==> src/rtl/prescale_pkg.sv <==
// Package: shared helpers for the magnitude prescaler.
// Assumes bands are numbered from 1 (outermost) upward.
package prescale_pkg;

    // Left shift applied to a vector that lies in band k.
    function automatic int band_shift(input int k);
        return (k >= 3) ? (k - 2) : 0;
    endfunction

endpackage

==> src/rtl/coord_abs.sv <==
// Module: coord_abs
// Absolute value of one signed coordinate, returned as a W-bit unsigned value.
// Assumes two's complement; the most negative input maps to 2^(W-1), which
// still fits in W unsigned bits.
module coord_abs #(
    parameter int W = 14
) (
    input  logic [W-1:0] coord,
    output logic [W-1:0] mag
);

    // Negate when the sign bit is set.
    always_comb begin
        if (coord[W-1]) begin
            mag = ~coord + 1'b1;
        end else begin
            mag = coord;
        end
    end

endmodule

==> src/rtl/mag_est.sv <==
// Module: mag_est
// Multiplier-free length estimate: larger magnitude plus half the smaller.
// Assumes both inputs are at most 2^(W-1), so the sum stays below 2^W.
module mag_est #(
    parameter int W = 14
) (
    input  logic [W-1:0] mag_a,
    input  logic [W-1:0] mag_b,
    output logic [W-1:0] larger,
    output logic [W-1:0] est
);

    logic [W-1:0] smaller;

    // Compare and steer the two magnitudes.
    always_comb begin
        if (mag_a >= mag_b) begin
            larger  = mag_a;
            smaller = mag_b;
        end else begin
            larger  = mag_b;
            smaller = mag_a;
        end
    end

    // Add the larger value to the smaller one shifted right by one.
    always_comb begin
        est = larger + (smaller >> 1);
    end

endmodule

==> src/rtl/band_classify.sv <==
// Module: band_classify
// Turns the estimate into one-hot band flags with a leading-one chain and
// encodes the matching shift. Band k marks the first set bit at W-k; the last
// band also catches all smaller estimates, including zero.
// Assumes 2 <= NBANDS <= W+1.
module band_classify
    import prescale_pkg::*;
#(
    parameter int W      = 14,
    parameter int NBANDS = 9,
    parameter int SHW    = 3
) (
    input  logic [W-1:0]      est,
    output logic [NBANDS-1:0] band,
    output logic [SHW-1:0]    shift
);

    // seen[i] is set when any estimate bit above position W-1-i is one.
    logic [NBANDS-1:0] seen;

    assign seen[0] = 1'b0;

    generate
        for (genvar i = 0; i < NBANDS - 1; i++) begin : g_band
            // Propagate the leading-one indication down one bit.
            assign seen[i+1] = seen[i] | est[W-1-i];
            // Band i+1 owns the first set bit at position W-1-i.
            assign band[i]   = est[W-1-i] & ~seen[i];
        end
    endgenerate

    // The outermost-numbered band collects everything not claimed above.
    assign band[NBANDS-1] = ~seen[NBANDS-1];

    // One-hot to shift encoder: OR together the shift of the active band.
    always_comb begin
        shift = '0;
        for (int k = 0; k < NBANDS; k++) begin
            if (band[k]) begin
                shift = shift | SHW'(band_shift(k + 1));
            end
        end
    end

endmodule

==> src/rtl/vec_prescaler.sv <==
// Module: vec_prescaler (top)
// Estimates vector length, picks a power-of-two band and left-shifts both
// coordinates by the band's amount; the result is registered (one cycle).
// Assumes 2 <= NBANDS <= W+1; the chosen shift never overflows W bits.
module vec_prescaler #(
    parameter int W      = 14,
    parameter int NBANDS = 9,
    parameter int SHW    = (NBANDS > 2) ? $clog2(NBANDS - 1) : 1
) (
    input  logic              clk,
    input  logic              rst_n,
    input  logic              in_valid,
    input  logic [W-1:0]      in_x,
    input  logic [W-1:0]      in_y,
    output logic              out_valid,
    output logic [W-1:0]      out_x,
    output logic [W-1:0]      out_y,
    output logic [NBANDS-1:0] out_band,
    output logic [SHW-1:0]    out_shift
);

    localparam int MAXSH = NBANDS - 2;

    logic [1:0][W-1:0]  coord;
    logic [1:0][W-1:0]  mag;
    logic [W-1:0]       larger;
    logic [W-1:0]       est;
    logic [NBANDS-1:0]  band;
    logic [SHW-1:0]     shift;
    logic [W-1:0]       scaled_x;
    logic [W-1:0]       scaled_y;

    assign coord[0] = in_x;
    assign coord[1] = in_y;

    generate
        for (genvar c = 0; c < 2; c++) begin : g_abs
            coord_abs #(.W(W)) u_abs (
                .coord (coord[c]),
                .mag   (mag[c])
            );
        end
    endgenerate

    mag_est #(.W(W)) u_est (
        .mag_a  (mag[0]),
        .mag_b  (mag[1]),
        .larger (larger),
        .est    (est)
    );

    band_classify #(.W(W), .NBANDS(NBANDS), .SHW(SHW)) u_band (
        .est   (est),
        .band  (band),
        .shift (shift)
    );

    // Apply the same left shift to both coordinates.
    always_comb begin
        scaled_x = in_x << shift;
        scaled_y = in_y << shift;
    end

    // Valid strobe register: follows the input strobe with one cycle delay.
    always_ff @(posedge clk) begin
        if (!rst_n) begin
            out_valid <= 1'b0;
        end else begin
            out_valid <= in_valid;
        end
    end

    // Result register: loads on valid input and holds otherwise.
    always_ff @(posedge clk) begin
        if (!rst_n) begin
            out_x     <= '0;
            out_y     <= '0;
            out_band  <= '0;
            out_shift <= '0;
        end else if (in_valid) begin
            out_x     <= scaled_x;
            out_y     <= scaled_y;
            out_band  <= band;
            out_shift <= shift;
        end
    end

    // Estimate never undercuts the larger magnitude.
    p_est_ge_max_r2: assert property (@(posedge clk) disable iff (!rst_n)
        in_valid |-> (est >= larger));

    // Every valid result carries exactly one band flag.
    p_onehot_band_r3: assert property (@(posedge clk) disable iff (!rst_n)
        out_valid |-> ($countones(out_band) == 1));

    // Shift stays within the configured range.
    p_shift_range_r5: assert property (@(posedge clk) disable iff (!rst_n)
        out_valid |-> (int'(out_shift) <= MAXSH));

    // Scaling is reversible, so nothing was lost off the top.
    p_no_overflow_r6: assert property (@(posedge clk) disable iff (!rst_n)
        out_valid |-> ((($signed(out_x) >>> out_shift) == $signed($past(in_x))) &&
                       (($signed(out_y) >>> out_shift) == $signed($past(in_y)))));

    // Zero vector stays zero.
    p_zero_out_r6: assert property (@(posedge clk) disable iff (!rst_n)
        (in_valid && in_x == '0 && in_y == '0) |=> (out_x == '0 && out_y == '0));

    // One-cycle latency on the strobe.
    p_latency_r7: assert property (@(posedge clk) disable iff (!rst_n)
        in_valid |=> out_valid);

    // Data holds while no input is offered.
    p_hold_r8: assert property (@(posedge clk) disable iff (!rst_n)
        !in_valid |=> ($stable(out_x) && $stable(out_y) &&
                       $stable(out_band) && $stable(out_shift)));

endmodule

==> config.mk <==
export PLATFORM = sky130hd
export DESIGN_NAME = vec_prescaler
export DESIGN_NICKNAME = d
export VERILOG_FILES = /design/src/rtl/prescale_pkg.sv /design/src/rtl/coord_abs.sv /design/src/rtl/mag_est.sv /design/src/rtl/band_classify.sv /design/src/rtl/vec_prescaler.sv
export SDC_FILE = /design/constraint.sdc
export NUM_CORES = 1
export LEC_CHECK = 0
export CORE_MARGIN = 2
export CORE_UTILIZATION = 59
export CTS_BUF_LIST = sky130_fd_sc_hd__clkbuf_16
export DETAILED_ROUTE_END_ITERATION = 16
export GPL_TIMING_DRIVEN = 0
export HOLD_SLACK_MARGIN = 0.12
export MAX_ROUTING_LAYER = met4
export PLACE_DENSITY_LB_ADDON = 0.2
export SLEW_MARGIN = 20
export SYNTH_ARGS = -nofsm -noshare
export SYNTH_HDL_FRONTEND = slang
export SYNTH_SLANG_ARGS = --single-unit
==> constraint.sdc <==
create_clock -name clk -period 24.3 [get_ports clk]
set_input_delay 4.86 -clock clk [delete_from_list [all_inputs] [get_ports clk]]
set_output_delay 4.86 -clock clk [all_outputs]
set_load 0.01 [all_outputs]
# [Word level (Yosys, flattened, before mapping)]
# Cells that the tools add are included.
[classes] addsub=3 order_cmp=1 n_shift=2 n_mux=11 n_bitwise=24
[op_table] operator="14-bit two-way mux" count=4
[op_table] operator="14-bit by 1-bit adder with 14-bit output, second input constant" count=2
[op_table] operator="14-bit NOT" count=2
[op_table] operator="14-bit by 3-bit left shift with 14-bit output" count=2
[op_table] operator="14-bit by 13-bit adder with 14-bit output" count=1
[op_table] operator="14-bit >= comparator" count=1
[op_table] operator="3-bit two-way mux" count=4
[op_table] operator="1-bit NOT" count=8
[op_table] operator="1-bit bitwise AND" count=7
[op_table] operator="1-bit bitwise OR" count=7
[op_table] operator="2-bit two-way mux" count=2
[op_table] operator="1-bit two-way mux" count=1
[word_totals] ff_bits=41 wordCells=46

# [Longest topological paths before layout]
# Gate-level depths: netlist (run 1).
[depth] ltp_word=17 mapped_depth=32 mapped_depth_nobuf=27

# [Cells and area by module]
# A second synthesis (run 1) with hierarchy kept.
[unflattened] cells_unflattened=579 area_unflattened_um2=4639.4
[by_module_without_submodules] mod="vec_prescaler" n_inst=1 cells_each=268 area_per_inst_um2=2364.8 seq_area_each_um2=820.8
[by_module_without_submodules] mod="mag_est" n_inst=1 cells_each=215 area_per_inst_um2=1565.3 seq_area_each_um2=0.0
[by_module_without_submodules] mod="coord_abs" n_inst=2 cells_each=37 area_per_inst_um2=291.5 seq_area_each_um2=0.0
[by_module_without_submodules] mod="band_classify" n_inst=1 cells_each=22 area_per_inst_um2=126.4 seq_area_each_um2=0.0

# [Worst setup path after synthesis (run 1)]
# Ideal clock, no wire load.
[synth_timing] path_kind="in2reg" startpoint="input port in_y[3]" endpoint="register out_x[13]" setup_ps=132 arrival_ps=11054 required_ps=24168 slack_ps=13113 stages=29 path_buffers=3 cell_sequence="buf_2 -> nor4_1 -> and2_1 -> inv_1 -> o21ai_0 -> o21ai_0 -> xor2_1 -> inv_1 -> ha_1 -> nand4_1 -> or2_0 -> a311o_1 -> nand2_1 -> buf_1 -> mux2i_1 -> ha_1 -> a21o_1 -> a21o_1 -> a21oi_1 -> a21oi_1 -> o21ai_0 -> a31o_2 -> o211ai_4 -> or4_4 -> o21ai_2 -> buf_6 -> mux2_2 -> a221oi_1 -> a21oi_1"
[synth_between] elab_chain_cells=17 elab_cells_between_ends=34
[synth_lines] element="start: declaration" line_no="vec_prescaler.sv:14" rtl="input logic [W-1:0] in_y,"
[synth_lines] element="14-bit NOT" line_no="coord_abs.sv:15" rtl="mag = ~coord + 1'b1;"
[synth_lines] element="14-bit by 1-bit adder with 14-bit output" line_no="coord_abs.sv:15"
[synth_lines] element="14-bit two-way mux (*)" line_no="coord_abs.sv:14" rtl="if (coord[W-1]) begin"
[synth_lines] element="14-bit >= comparator" line_no="mag_est.sv:17" rtl="if (mag_a >= mag_b) begin"
[synth_lines] element="14-bit two-way mux" line_no="mag_est.sv:17"
[synth_lines] element="14-bit by 13-bit adder with 14-bit output (*)" line_no="mag_est.sv:28" rtl="est = larger + (smaller >> 1);"
[synth_lines] element="1-bit bitwise OR" line_no="band_classify.sv:26" rtl="assign seen[i+1] = seen[i] | est[W-1-i];"
[synth_lines] element="1-bit NOT or 1-bit bitwise OR (tied branches)" line_no="band_classify.sv:28, band_classify.sv:26"
[synth_lines] element="1-bit bitwise AND (tied with other cells)" line_no="band_classify.sv:28" rtl="assign band[i] = est[W-1-i] & ~seen[i];"
[synth_lines] element="1-bit two-way mux (tied with other cells)" line_no="band_classify.sv:39" rtl="if (band[k]) begin"
[synth_lines] element="2-bit two-way mux (tied with other cells) (2 in series)" line_no="band_classify.sv:39"
[synth_lines] element="3-bit two-way mux (tied with other cells)" line_no="band_classify.sv:39"
[synth_lines] element="3-bit two-way mux or 1-bit bitwise AND (tied branches)" line_no="band_classify.sv:39, band_classify.sv:28"
[synth_lines] element="3-bit two-way mux" line_no="band_classify.sv:39"
[synth_lines] element="3-bit two-way mux (*)" line_no="band_classify.sv:39"
[synth_lines] element="14-bit by 3-bit left shift with 14-bit output (*)" line_no="vec_prescaler.sv:60" rtl="scaled_x = in_x << shift;"
[synth_lines] element="end signal: assignment" line_no="vec_prescaler.sv:81" rtl="out_x <= scaled_x;"
[synth_lines] element="end: declaration" line_no="vec_prescaler.sv:16" rtl="output logic [W-1:0] out_x,"
# Every way passes the cells marked *; elsewhere a longest branch is shown, timed or not.
# A chain may end at the register's enable or synchronous reset.

# [Worst setup path in the final report (run 1)]
[layout_timing] startpoint="input port in_x[0]" endpoint="register out_y[6]"
[layout_between] elab_chain_cells=17 elab_cells_between_ends=34
[layout_lines] element="start: declaration" line_no="vec_prescaler.sv:13" rtl="input logic [W-1:0] in_x,"
[layout_lines] element="14-bit NOT" line_no="coord_abs.sv:15"
[layout_lines] element="14-bit by 1-bit adder with 14-bit output" line_no="coord_abs.sv:15"
[layout_lines] element="14-bit two-way mux (*)" line_no="coord_abs.sv:14"
[layout_lines] element="14-bit >= comparator" line_no="mag_est.sv:17"
[layout_lines] element="14-bit two-way mux" line_no="mag_est.sv:17"
[layout_lines] element="14-bit by 13-bit adder with 14-bit output (*)" line_no="mag_est.sv:28"
[layout_lines] element="1-bit bitwise OR" line_no="band_classify.sv:26"
[layout_lines] element="1-bit NOT or 1-bit bitwise OR (tied branches)" line_no="band_classify.sv:28, band_classify.sv:26"
[layout_lines] element="1-bit bitwise AND (tied with other cells)" line_no="band_classify.sv:28"
[layout_lines] element="1-bit two-way mux (tied with other cells)" line_no="band_classify.sv:39"
[layout_lines] element="2-bit two-way mux (tied with other cells) (2 in series)" line_no="band_classify.sv:39"
[layout_lines] element="3-bit two-way mux (tied with other cells)" line_no="band_classify.sv:39"
[layout_lines] element="3-bit two-way mux or 1-bit bitwise AND (tied branches)" line_no="band_classify.sv:39, band_classify.sv:28"
[layout_lines] element="3-bit two-way mux" line_no="band_classify.sv:39"
[layout_lines] element="3-bit two-way mux (*)" line_no="band_classify.sv:39"
[layout_lines] element="14-bit by 3-bit left shift with 14-bit output (*)" line_no="vec_prescaler.sv:61" rtl="scaled_y = in_y << shift;"
[layout_lines] element="end signal: assignment" line_no="vec_prescaler.sv:82" rtl="out_y <= scaled_y;"
[layout_lines] element="end: declaration" line_no="vec_prescaler.sv:17" rtl="output logic [W-1:0] out_y,"
# Marked as above.

==> results of run 1 <==
## flip-flops by register name, summed over array words and instances, names as in the netlist
register and flops:
out_band 9, out_valid 1, out_shift 3, out_x 14, out_y 14
## worst register-to-register path, cell delays in order (launching register included)
cell and delay, ns:
dfxtp_1 0.33, a221oi_1 0.31, a21oi_1 0.10
## routing by layer
layer | up-vias | track usage [%]
li1 | 2153 | -
met1 | 2203 | 43.6
met2 | 258 | 63.4
met3 | 67 | 4.15
met4 | 0 | 20.7
met5 | - | -
## power breakdown
part / internal (µW) / switching [µW]
clock network: 37.7 / 26.8
registers: 88.9 / 12.6
logic: 199 / 290
total: 326 / 330
## per-stage QoR
step,utilization (%),instances,area [µm²],power [µW],hold slack (ns)
2_1_floorplan,-,539,4180,433,0.470
3_3_place_gp,72.9,703,4980,568,0.442
3_5_place_dp,72.9,703,4980,574,0.451
4_1_cts,74.9,711,5120,642,0.463
5_1_grt,74.9,711,5120,691,0.492
6_report,74.9,711,5120,655,0.456
## cells by family after synthesis
kind of cell / Yosys count
AO/OA/AOI/OAI: 186
XOR/XNOR: 26
adder cells (fa/ha/maj): 28
buffers and inverters: 68
flip-flops: 41
multiplexers: 38
AND/OR/NAND/NOR: 152
## area by class of cell
class	instances	area share, %
multi-input combinational	430	59.9
sequential	41	16.0
timing repair buffer	68	13.3
buffer	32	2.96
inverter	36	2.64
clock buffer	5	2.44
tap	96	2.35
clock inverter	3	0.342
## synth_stat cells, drive strengths merged (6+ instances only)
| library cell | instances |
|---|---|
| a211oi | 7 |
| a21o | 12 |
| a21oi | 44 |
| a221oi | 11 |
| and2 | 6 |
| buf | 11 |
| clkbuf | 21 |
| dfxtp | 41 |
| ha | 28 |
| inv | 35 |
| mux2 | 10 |
| mux2i | 28 |
| nand2 | 48 |
| nand3 | 21 |
| nand4 | 7 |
| nor2 | 38 |
| nor4 | 6 |
| o211a | 6 |
| o211ai | 19 |
| o21ai | 39 |
| xnor2 | 10 |
| xor2 | 16 |
## path summary, 6_finish.rpt
check	startpoint	endpoint	cells after the start
max	in_x[0]	out_y[6]	29
min	out_band[6]	out_band[6]	2
max reg2reg	out_x[13]	out_x[13]	2
min reg2reg	out_band[6]	out_band[6]	2
==> flow_summary_export.csv, run 1 <==
group,metric,value,unit
outcome,status,"finished, final reports clean",
yosys,async_flop_share,0,%
clock_network,clock_latency,0.28,ns
setup_path,crit_path_start_kind,"input pin",
detailed_routing,num_vias,4681,
setup_path,path_buf_inv,6,
timing,finalMaxSlewViolations,0,
yosys,muxShareOfSynthArea,9.71,%
setup_path,critPathMaxFanout,10,
power,ir_worst_vdd,0.0803,mV
clock_network,cts_resized,0,
yosys,synth_top_cells_by_area,"dfxtp_1, ha_1, mux2i_1, a21oi_1, o21ai_0",
die,io_pins,72,
detailed_routing,routedWlPerCell,19.9,µm
timing,tightestPinTransition,0.756,ns
final_layout,nets,673,
setup_path,slowest_stage,"a311oi_1",
clock_network,post_cts_buffers,0,
yosys,synth_compound_area_share,32.4,%
timing,setup-tns-final,0,ns
timing,hold_viol_final,0,
timing,rsz0062_at_grt,"no",
final_layout,seqCellArea,821,µm²
yosys,syn-cell-area,4180,µm²
job,drv_cap,0,
setup_path,rrSetupSlack,23.43,ns
die,num_rows,30,
detailed_routing,dr_wl_met3,948,µm
setup_path,cp_top_family,"compound AO/OA/AOI/OAI gates",
power,power_density,128,nW/µm²
detailed_routing,drc_errors,0,
setup_path,cp-end-kind,"register",
timing,fmax,0.0772,GHz
yosys,synthFlopType,"dfxtp_1",
setup_path,arrival,13.19,ns
timing,max_slew_margin,49.3,%
place,place_congestion,1.02,
clock_network,cts.sinks,41,
global_routing,first_global_vias,4485,
power,leakage,0.00211,µW
yosys,synthDistinctLibCells,71,
die,die-area,7770,µm²
yosys,synth-simple-area-share,17.6,%
clock_network,cts_tree,"built",
detailed_routing,final_antenna_net_count,0,
clock_network,cts_buffer_depth,2,
place,dp_slack,11.32,ns
yosys,synth_top_area_share,19.7,%
yosys,synth-edff-count,0,
detailed_routing,drt-pass1-iter-count,5,
timing,fin_crit,12.96,ns
yosys,syn_inst,539,
clock_network,cts-buffers-inserted,5,
yosys,synth_adder_area_share,8.39,%
die,start_util,61.1,%
yosys,yosysSeqAreaShare,19.7,%
final_layout,fill_cells,541,
die,die_w,88.1,µm
place,port_buffers,68,
global_routing,grt.overflow.total,0,
place,place_hpwl,11.3,mm
detailed_routing,viasPerCell,6.58,
detailed_routing,wl_met1,5.63,mm
timing,worst_slack,11.34,ns
yosys,ys_seq_elements,41,
final_layout,drive_above_1_share,7.64,%
detailed_routing,totalWireLength,14.2,mm
timing,setup-violations-final,0,
yosys,yosys_warnings,0,
die,core_area,6830,µm²
global_routing,antenna_found_initial,0,
global_routing,grtUsageTotal,37.7,%
detailed_routing,dr_wl_met2,6.79,mm
yosys,synth-xor-area-share,5.45,%
yosys,synth_top_family_by_area,"compound AO/OA/AOI/OAI gates",
final_layout,final_common_cell,"clkdlybuf4s50_1",
setup_path,worst_path_largest_cell_delay,0.61,ns
yosys,synth.avg_cell_area,7.75,µm²
detailed_routing,highest_layer,"met4",
clock_network,clockRootBuffer,"clkbuf_16",
die,die_y,88.1,µm
final_layout,mostFrequentLayoutCells,"clkdlybuf4s50_1, nand2_1, a21oi_1",
clock_network,h-tree-depth,2,
yosys,syn-num-nets,598,
clock_network,cts.clk_slew.worst_paths,0.06,ns
timing,skew,0,ns
timing,finalCritPeriodShare,53.3,%
setup_path,required,24.53,ns
clock_network,ctsHoldBuffers,0,
global_routing,grt_pass1_wl,22.0,mm
global_routing,grt_max_degree,14,
yosys,yosys.area.top_type,"dfxtp_1",
final_layout,multiInputGateArea,3070,µm²
detailed_routing,drt-initial-drc-count,344,
final_layout,antenna_cells,0,
final_layout,syn_to_final_growth,22.6,%
worst_hold_path,hp-class,"reg -> reg",
setup_path,critical_path_class,"in -> reg",
No activity file was read; power rests on OpenSTA's default activity.
==> run 2: changes to the inputs <==
--- a/config.mk
+++ b/config.mk
@@ -6,7 +6,7 @@
 export NUM_CORES = 1
 export LEC_CHECK = 0
 export CORE_MARGIN = 2
-export CORE_UTILIZATION = 59
+export CORE_UTILIZATION = 55
 export CTS_BUF_LIST = sky130_fd_sc_hd__clkbuf_16
 export DETAILED_ROUTE_END_ITERATION = 16
 export GPL_TIMING_DRIVEN = 0
==> constraint.sdc (replaced) <==
create_clock -name clk -period 12.7 [get_ports clk]
set_input_delay 2.54 -clock clk [delete_from_list [all_inputs] [get_ports clk]]
set_output_delay 2.54 -clock clk [all_outputs]
set_load 0.01 [all_outputs]
==> run 2 against run 1 <==
Worst hold slack better by 0.0040 ns. Sequential power is 89% higher. Clock power is 120% higher. Routed wire length is 1.5% lower. Worst setup slack worse by 9.3 ns. Total power is 95% higher. Final area is 0.54% higher. Global-route usage is 3.0 points lower. Count of clock-buffer cells in the layout stayed put. Cell count is 0.42% higher. Clock skew stayed put. First-iteration DRC count is 12% lower. Critical path type unchanged. Largest cell class unchanged. Largest power group unchanged.
==> flow_summary_export.csv, run 2 (same netlist as run 1, synthesis figures left out) <==
group,metric,value,unit
timing,fin_crit,10.68,ns
die,io_pins,72,
detailed_routing,drt-pass1-iter-count,5,
global_routing,grt_busiest_layer,"met2",
clock_network,h-tree-depth,2,
clock_network,cts_resized,0,
clock_network,ctsHoldBuffers,0,
place,port_buffers,68,
final_layout,final_common_cell,"clkdlybuf4s50_1",
timing,holdWs,0.460,ns
timing,finalMaxSlewViolations,0,
timing,skew,0,ns
final_layout,stdcell_area,5150,µm²
setup_path,worst_path_largest_cell_delay,0.59,ns
clock_network,cts_buffer_depth,2,
detailed_routing,viasPerCell,6.34,
global_routing,grt_pass1_wl,22.8,mm
place,dp_slack,1.96,ns
die,die_w,91.1,µm
setup_path,cp-endpoint,"out_x[6]",
place,place_congestion,0.973,
setup_path,critical_path_class,"in -> reg",
power,power_density,248,nW/µm²
worst_hold_path,hp-class,"reg -> reg",
global_routing,use_met2,60.7,%
setup_path,slowest_stage,"a311oi_1",
timing,finalCritPeriodShare,84.1,%
die,core_area,7290,µm²
detailed_routing,drt-initial-drc-count,303,
outcome,status,"finished, final reports clean",
clock_network,cts.sinks,41,
setup_path,required,12.84,ns
timing,worst_slack,2.02,ns
detailed_routing,num_vias,4525,
power,ir_worst_vdd,0.169,mV
final_layout,fill_cells,630,
setup_path,critPathMaxFanout,10,
timing,tightestPinTransition,0.736,ns
global_routing,antenna_found_initial,0,
clock_network,clock_latency,0.28,ns
setup_path,cp-end-kind,"register",
final_layout,antenna_cells,0,
clock_network,cts.clk_slew.worst_paths,0.06,ns
setup_path,r2r_end,"out_x[13]",
timing,setup-violations-final,0,
clock_network,cts-buffers-inserted,5,
global_routing,first_global_vias,4575,
timing,rsz0062_at_grt,"no",
detailed_routing,final_antenna_net_count,0,
final_layout,nets,673,
die,die_y,91.1,µm
die,die-area,8310,µm²
detailed_routing,drc_errors,0,
setup_path,r2r-start,"out_x[13]",
place,place_hpwl,11.3,mm
final_layout,top_regs,"out_x (14), out_y (14), out_band (9)",
die,num_rows,31,
clock_network,cts_tree,"built",
setup_path,worstSetupStartpoint,"in_x[0]",
power,leakage,0.00211,µW
clock_network,clockRootBuffer,"clkbuf_16",
job,drv_cap,0,
timing,fmax,0.0936,GHz
final_layout,mostFrequentLayoutCells,"clkdlybuf4s50_1, nand2_1, a21oi_1",
final_layout,drive_above_1_share,7.64,%
global_routing,grtUsageMet3,3.73,%
setup_path,worstRegToRegCells,2,
detailed_routing,routedWlPerCell,19.6,µm
global_routing,grtUsageTotal,34.6,%
clock_network,post_cts_buffers,0,
place,place_area,4980,µm²
die,start_util,57.3,%
timing,max_slew_margin,50.6,%
setup_path,crit_path_start_kind,"input pin",
setup_path,arrival,10.82,ns
global_routing,grt_max_degree,14,
global_routing,grt_use_met1,40.7,%
power,finalPower,1280,µW
timing,hold_viol_final,0,
detailed_routing,totalWireLength,14.0,mm
timing,setup-tns-final,0,ns
global_routing,grt.overflow.total,0,
setup_path,rrSetupSlack,11.78,ns
final_layout,syn_to_final_growth,23.2,%
## run 2: cell count changes in the layout (fill, tap and decap cells not counted), sizes merged
cell / previous run / this run
bufinv: 0 / 1
clkinv: 4 / 2
clkinvlp: 0 / 1
## run 2: power by group
group	total, µW	internal, µW	switching [µW]
clock	144	92.0	52.2
combinational	938	381	557
sequential	193	170	23.2
## run 2: final cells by class
type / count / area [µm²] / area share [%]
buffer: 32 / 151 / 2.94
clock buffer: 5 / 125 / 2.43
clock inverter: 3 / 41.3 / 0.802
inverter: 36 / 135 / 2.63
multi-input combinational: 430 / 3070 / 59.6
sequential: 41 / 821 / 15.9
tap: 99 / 124 / 2.41
timing repair buffer: 68 / 681 / 13.2
## run 2: stage by stage
step | cells | util, %
floorplan | 539 | -
global placement | 706 | 68.3
detailed placement | 706 | 68.3
CTS | 714 | 70.6
global route | 714 | 70.6
finish | 714 | 70.6
## run 2: worst max-delay path: cells and delay by family
kind | cells | cell delay [ns]
compound gates | 11 | 3.22
buf+inv | 6 | 2.04
simple gates | 7 | 1.52
fa+ha+maj | 2 | 0.59
mux | 2 | 0.58
xor+xnor | 1 | 0.33
## run 2: layer usage
metal,vias to the layer above,wire length [µm]
met1,2149,5890
met2,168,6920
met5,-,0
met3,44,644
met4,0,516
li1,2164,-
## run 2: worst min-delay path by stage
| stage | from | end | slack [ns] | cells after the start |
|---|---|---|---|---|
| CTS | out_y[3] | out_y[3] | 0.46 | 2 |
| global route | out_y[3] | out_y[3] | 0.46 | 2 |
| finish | out_band[8] | out_band[8] | 0.46 | 2 |
| floorplan | out_y[3] | out_y[3] | 0.47 | 2 |
| global placement | out_band[6] | out_band[6] | 0.44 | 2 |
| detailed placement | out_y[3] | out_y[3] | 0.44 | 2 |
==> run 3: changes to the inputs <==
--- a/config.mk
+++ b/config.mk
@@ -6,7 +6,7 @@
 export NUM_CORES = 1
 export LEC_CHECK = 0
 export CORE_MARGIN = 2
-export CORE_UTILIZATION = 55
+export CORE_UTILIZATION = 49
 export CTS_BUF_LIST = sky130_fd_sc_hd__clkbuf_16
 export DETAILED_ROUTE_END_ITERATION = 16
 export GPL_TIMING_DRIVEN = 0
==> constraint.sdc (replaced) <==
create_clock -name clk -period 9.7 [get_ports clk]
set_input_delay 1.94 -clock clk [delete_from_list [all_inputs] [get_ports clk]]
set_output_delay 1.94 -clock clk [all_outputs]
set_load 0.01 [all_outputs]
==> run 3 against run 2 <==
Register-to-register slack lost 2.9 ns. Critical path depth is the same. Combinational power grew 32%. Count of clock-buffer cells in the layout is the same. Worst setup slack lost 1.7 ns.
==> flow_summary_export.csv, run 3 (same netlist as run 1, synthesis figures left out) <==
group,metric,value,unit
setup_path,r2r-start,"out_x[13]",
clock_network,h-tree-depth,2,
timing,setup-violations-final,0,
place,dp.cells,712,
clock_network,cts-buffers-inserted,5,
worst_hold_path,worst_hold_startpoint,"out_x[3]",
detailed_routing,drt-pass1-iter-count,5,
setup_path,worst_path_largest_cell_delay,0.54,ns
detailed_routing,drt-initial-drc-count,349,
worst_hold_path,min_to,"out_x[3]",
setup_path,required,9.86,ns
timing,rsz0062_at_grt,"no",
detailed_routing,drc_errors,0,
final_layout,top_regs,"out_x (14), out_y (14), out_band (9)",
place,place_congestion,1.05,
setup_path,crit_path_start_kind,"input pin",
timing,skew,0,ns
global_routing,grt_max_degree,13,
setup_path,worstRegToRegCells,2,
final_layout,fill_cells,734,
die,die-area,9280,µm²
timing,max_slew_margin,63.1,%
global_routing,grtUsageTotal,32.0,%
clock_network,cts.clk_slew.worst_paths,0.06,ns
clock_network,clock_latency,0.28,ns
die,start_util,50.6,%
worst_hold_path,hp-class,"reg -> reg",
setup_path,critical_path_class,"in -> reg",
clock_network,ctsHoldBuffers,0,
worst_hold_path,hold-path-cell-count,2,
detailed_routing,totalWireLength,14.5,mm
clock_network,clockRootBuffer,"clkbuf_16",
final_layout,nets,673,
power,finalPower,1650,µW
die,num_rows,33,
clock_network,post_cts_buffers,0,
setup_path,arrival,9.49,ns
timing,fmax,0.107,GHz
timing,fin_crit,9.34,ns
final_layout,final_common_cell,"clkdlybuf4s50_1",
detailed_routing,final_antenna_net_count,0,
outcome,status,"finished, final reports clean",
clock_network,cts.sinks,41,
setup_path,critPathMaxFanout,10,
clock_network,cts_tree,"built",
setup_path,cp-end-kind,"register",
setup_path,slowest_stage,"clkdlybuf4s50_1",
job,drv_cap,0,
final_layout,stdcell_area,5170,µm²
setup_path,r2r_end,"out_x[13]",
global_routing,first_global_vias,4147,
global_routing,grt.overflow.total,0,
die,die_y,96.3,µm
die,die_w,96.3,µm
clock_network,cts_buffer_depth,2,
global_routing,grt_pass1_wl,22.0,mm
final_layout,syn_to_final_growth,23.9,%
detailed_routing,routedWlPerCell,20.1,µm
final_layout,fin_cells,720,
place,port_buffers,68,
setup_path,rrSetupSlack,8.85,ns
detailed_routing,num_vias,4530,
power,leakage,0.00213,µW
timing,finalMaxSlewViolations,0,
place,place_hpwl,11.6,mm
timing,hold_viol_final,0,
die,core_area,8260,µm²
final_layout,antenna_cells,0,
power,power_density,320,nW/µm²
detailed_routing,viasPerCell,6.29,
final_layout,mostFrequentLayoutCells,"clkdlybuf4s50_1, nand2_1, a21oi_1",
power,ir_worst_vdd,0.142,mV
timing,finalCritPeriodShare,96.2,%
timing,holdWs,0.457,ns
timing,tightestPinTransition,0.546,ns
global_routing,antenna_found_initial,0,
place,place_area,4990,µm²
final_layout,drive_above_1_share,9.43,%
die,io_pins,72,
[run 3: how the worst max path moves through the flow]
stage / startpoint / end / slack, ns / depth (start not counted)
detailed placement: in_x[0] / out_x[12] / -0.49 / 28
floorplan: in_y[3] / out_x[13] / 1.43 / 29
global route: in_x[2] / out_x[12] / 0.01 / 27
global placement: in_x[0] / out_y[7] / -0.49 / 27
CTS: in_x[0] / out_x[11] / 0.01 / 29
finish: in_x[2] / out_x[6] / 0.36 / 29
[run 3: power breakdown]
| group | total, µW | internal, µW | switching (µW) |
|---|---|---|---|
| registers | 251 | 223 | 28.4 |
| logic | 1240 | 504 | 741 |
| clock network | 158 | 93.0 | 65.3 |
| total | 1650 | 819 | 835 |
[run 3: per-stage QoR]
stage / setup slack, ns / util (%) / setup TNS, ns
after floorplan: 1.43 / - / 0
after global placement: -0.491 / 60.4 / -8.34
after detailed placement: -0.495 / 60.4 / -8.71
after CTS: 0.0150 / 62.2 / 0
after global routing: 0.0138 / 62.7 / 0
final: 0.364 / 62.7 / 0
[run 3: layer usage]
metal	vias up	global-route usage [%]	routed length, µm
li1	2160	-	-
met1	2143	45.3	6480
met2	211	50.3	6700
met3	16	3.45	1110
met4	0	4.93	158
met5	-	-	0
[run 3: worst max-delay path, delay by kind of cell]
kind | cells | cell delay, ns
compound gates | 11 | 2.99
xor+xnor | 1 | 0.22
fa+ha+maj | 2 | 0.56
buf+inv | 5 | 1.51
mux | 2 | 0.48
simple gates | 8 | 1.78
[run 3: what timing repair did]
action | CTS | global route
gates resized for setup | 3 | 16
pin swaps | 0 | 0
endpoints found under the setup margin | 19 | 30
[run 3: cell type report]
class / instances / area, µm² / share of cell area (%)
buffer: 32 / 163 / 3.14
multi-input combinational: 430 / 3110 / 60.0
inverter: 36 / 135 / 2.61
sequential: 41 / 821 / 15.9
tap: 105 / 131 / 2.54
clock inverter: 3 / 12.5 / 0.242
clock buffer: 5 / 125 / 2.42
timing repair buffer: 68 / 681 / 13.2
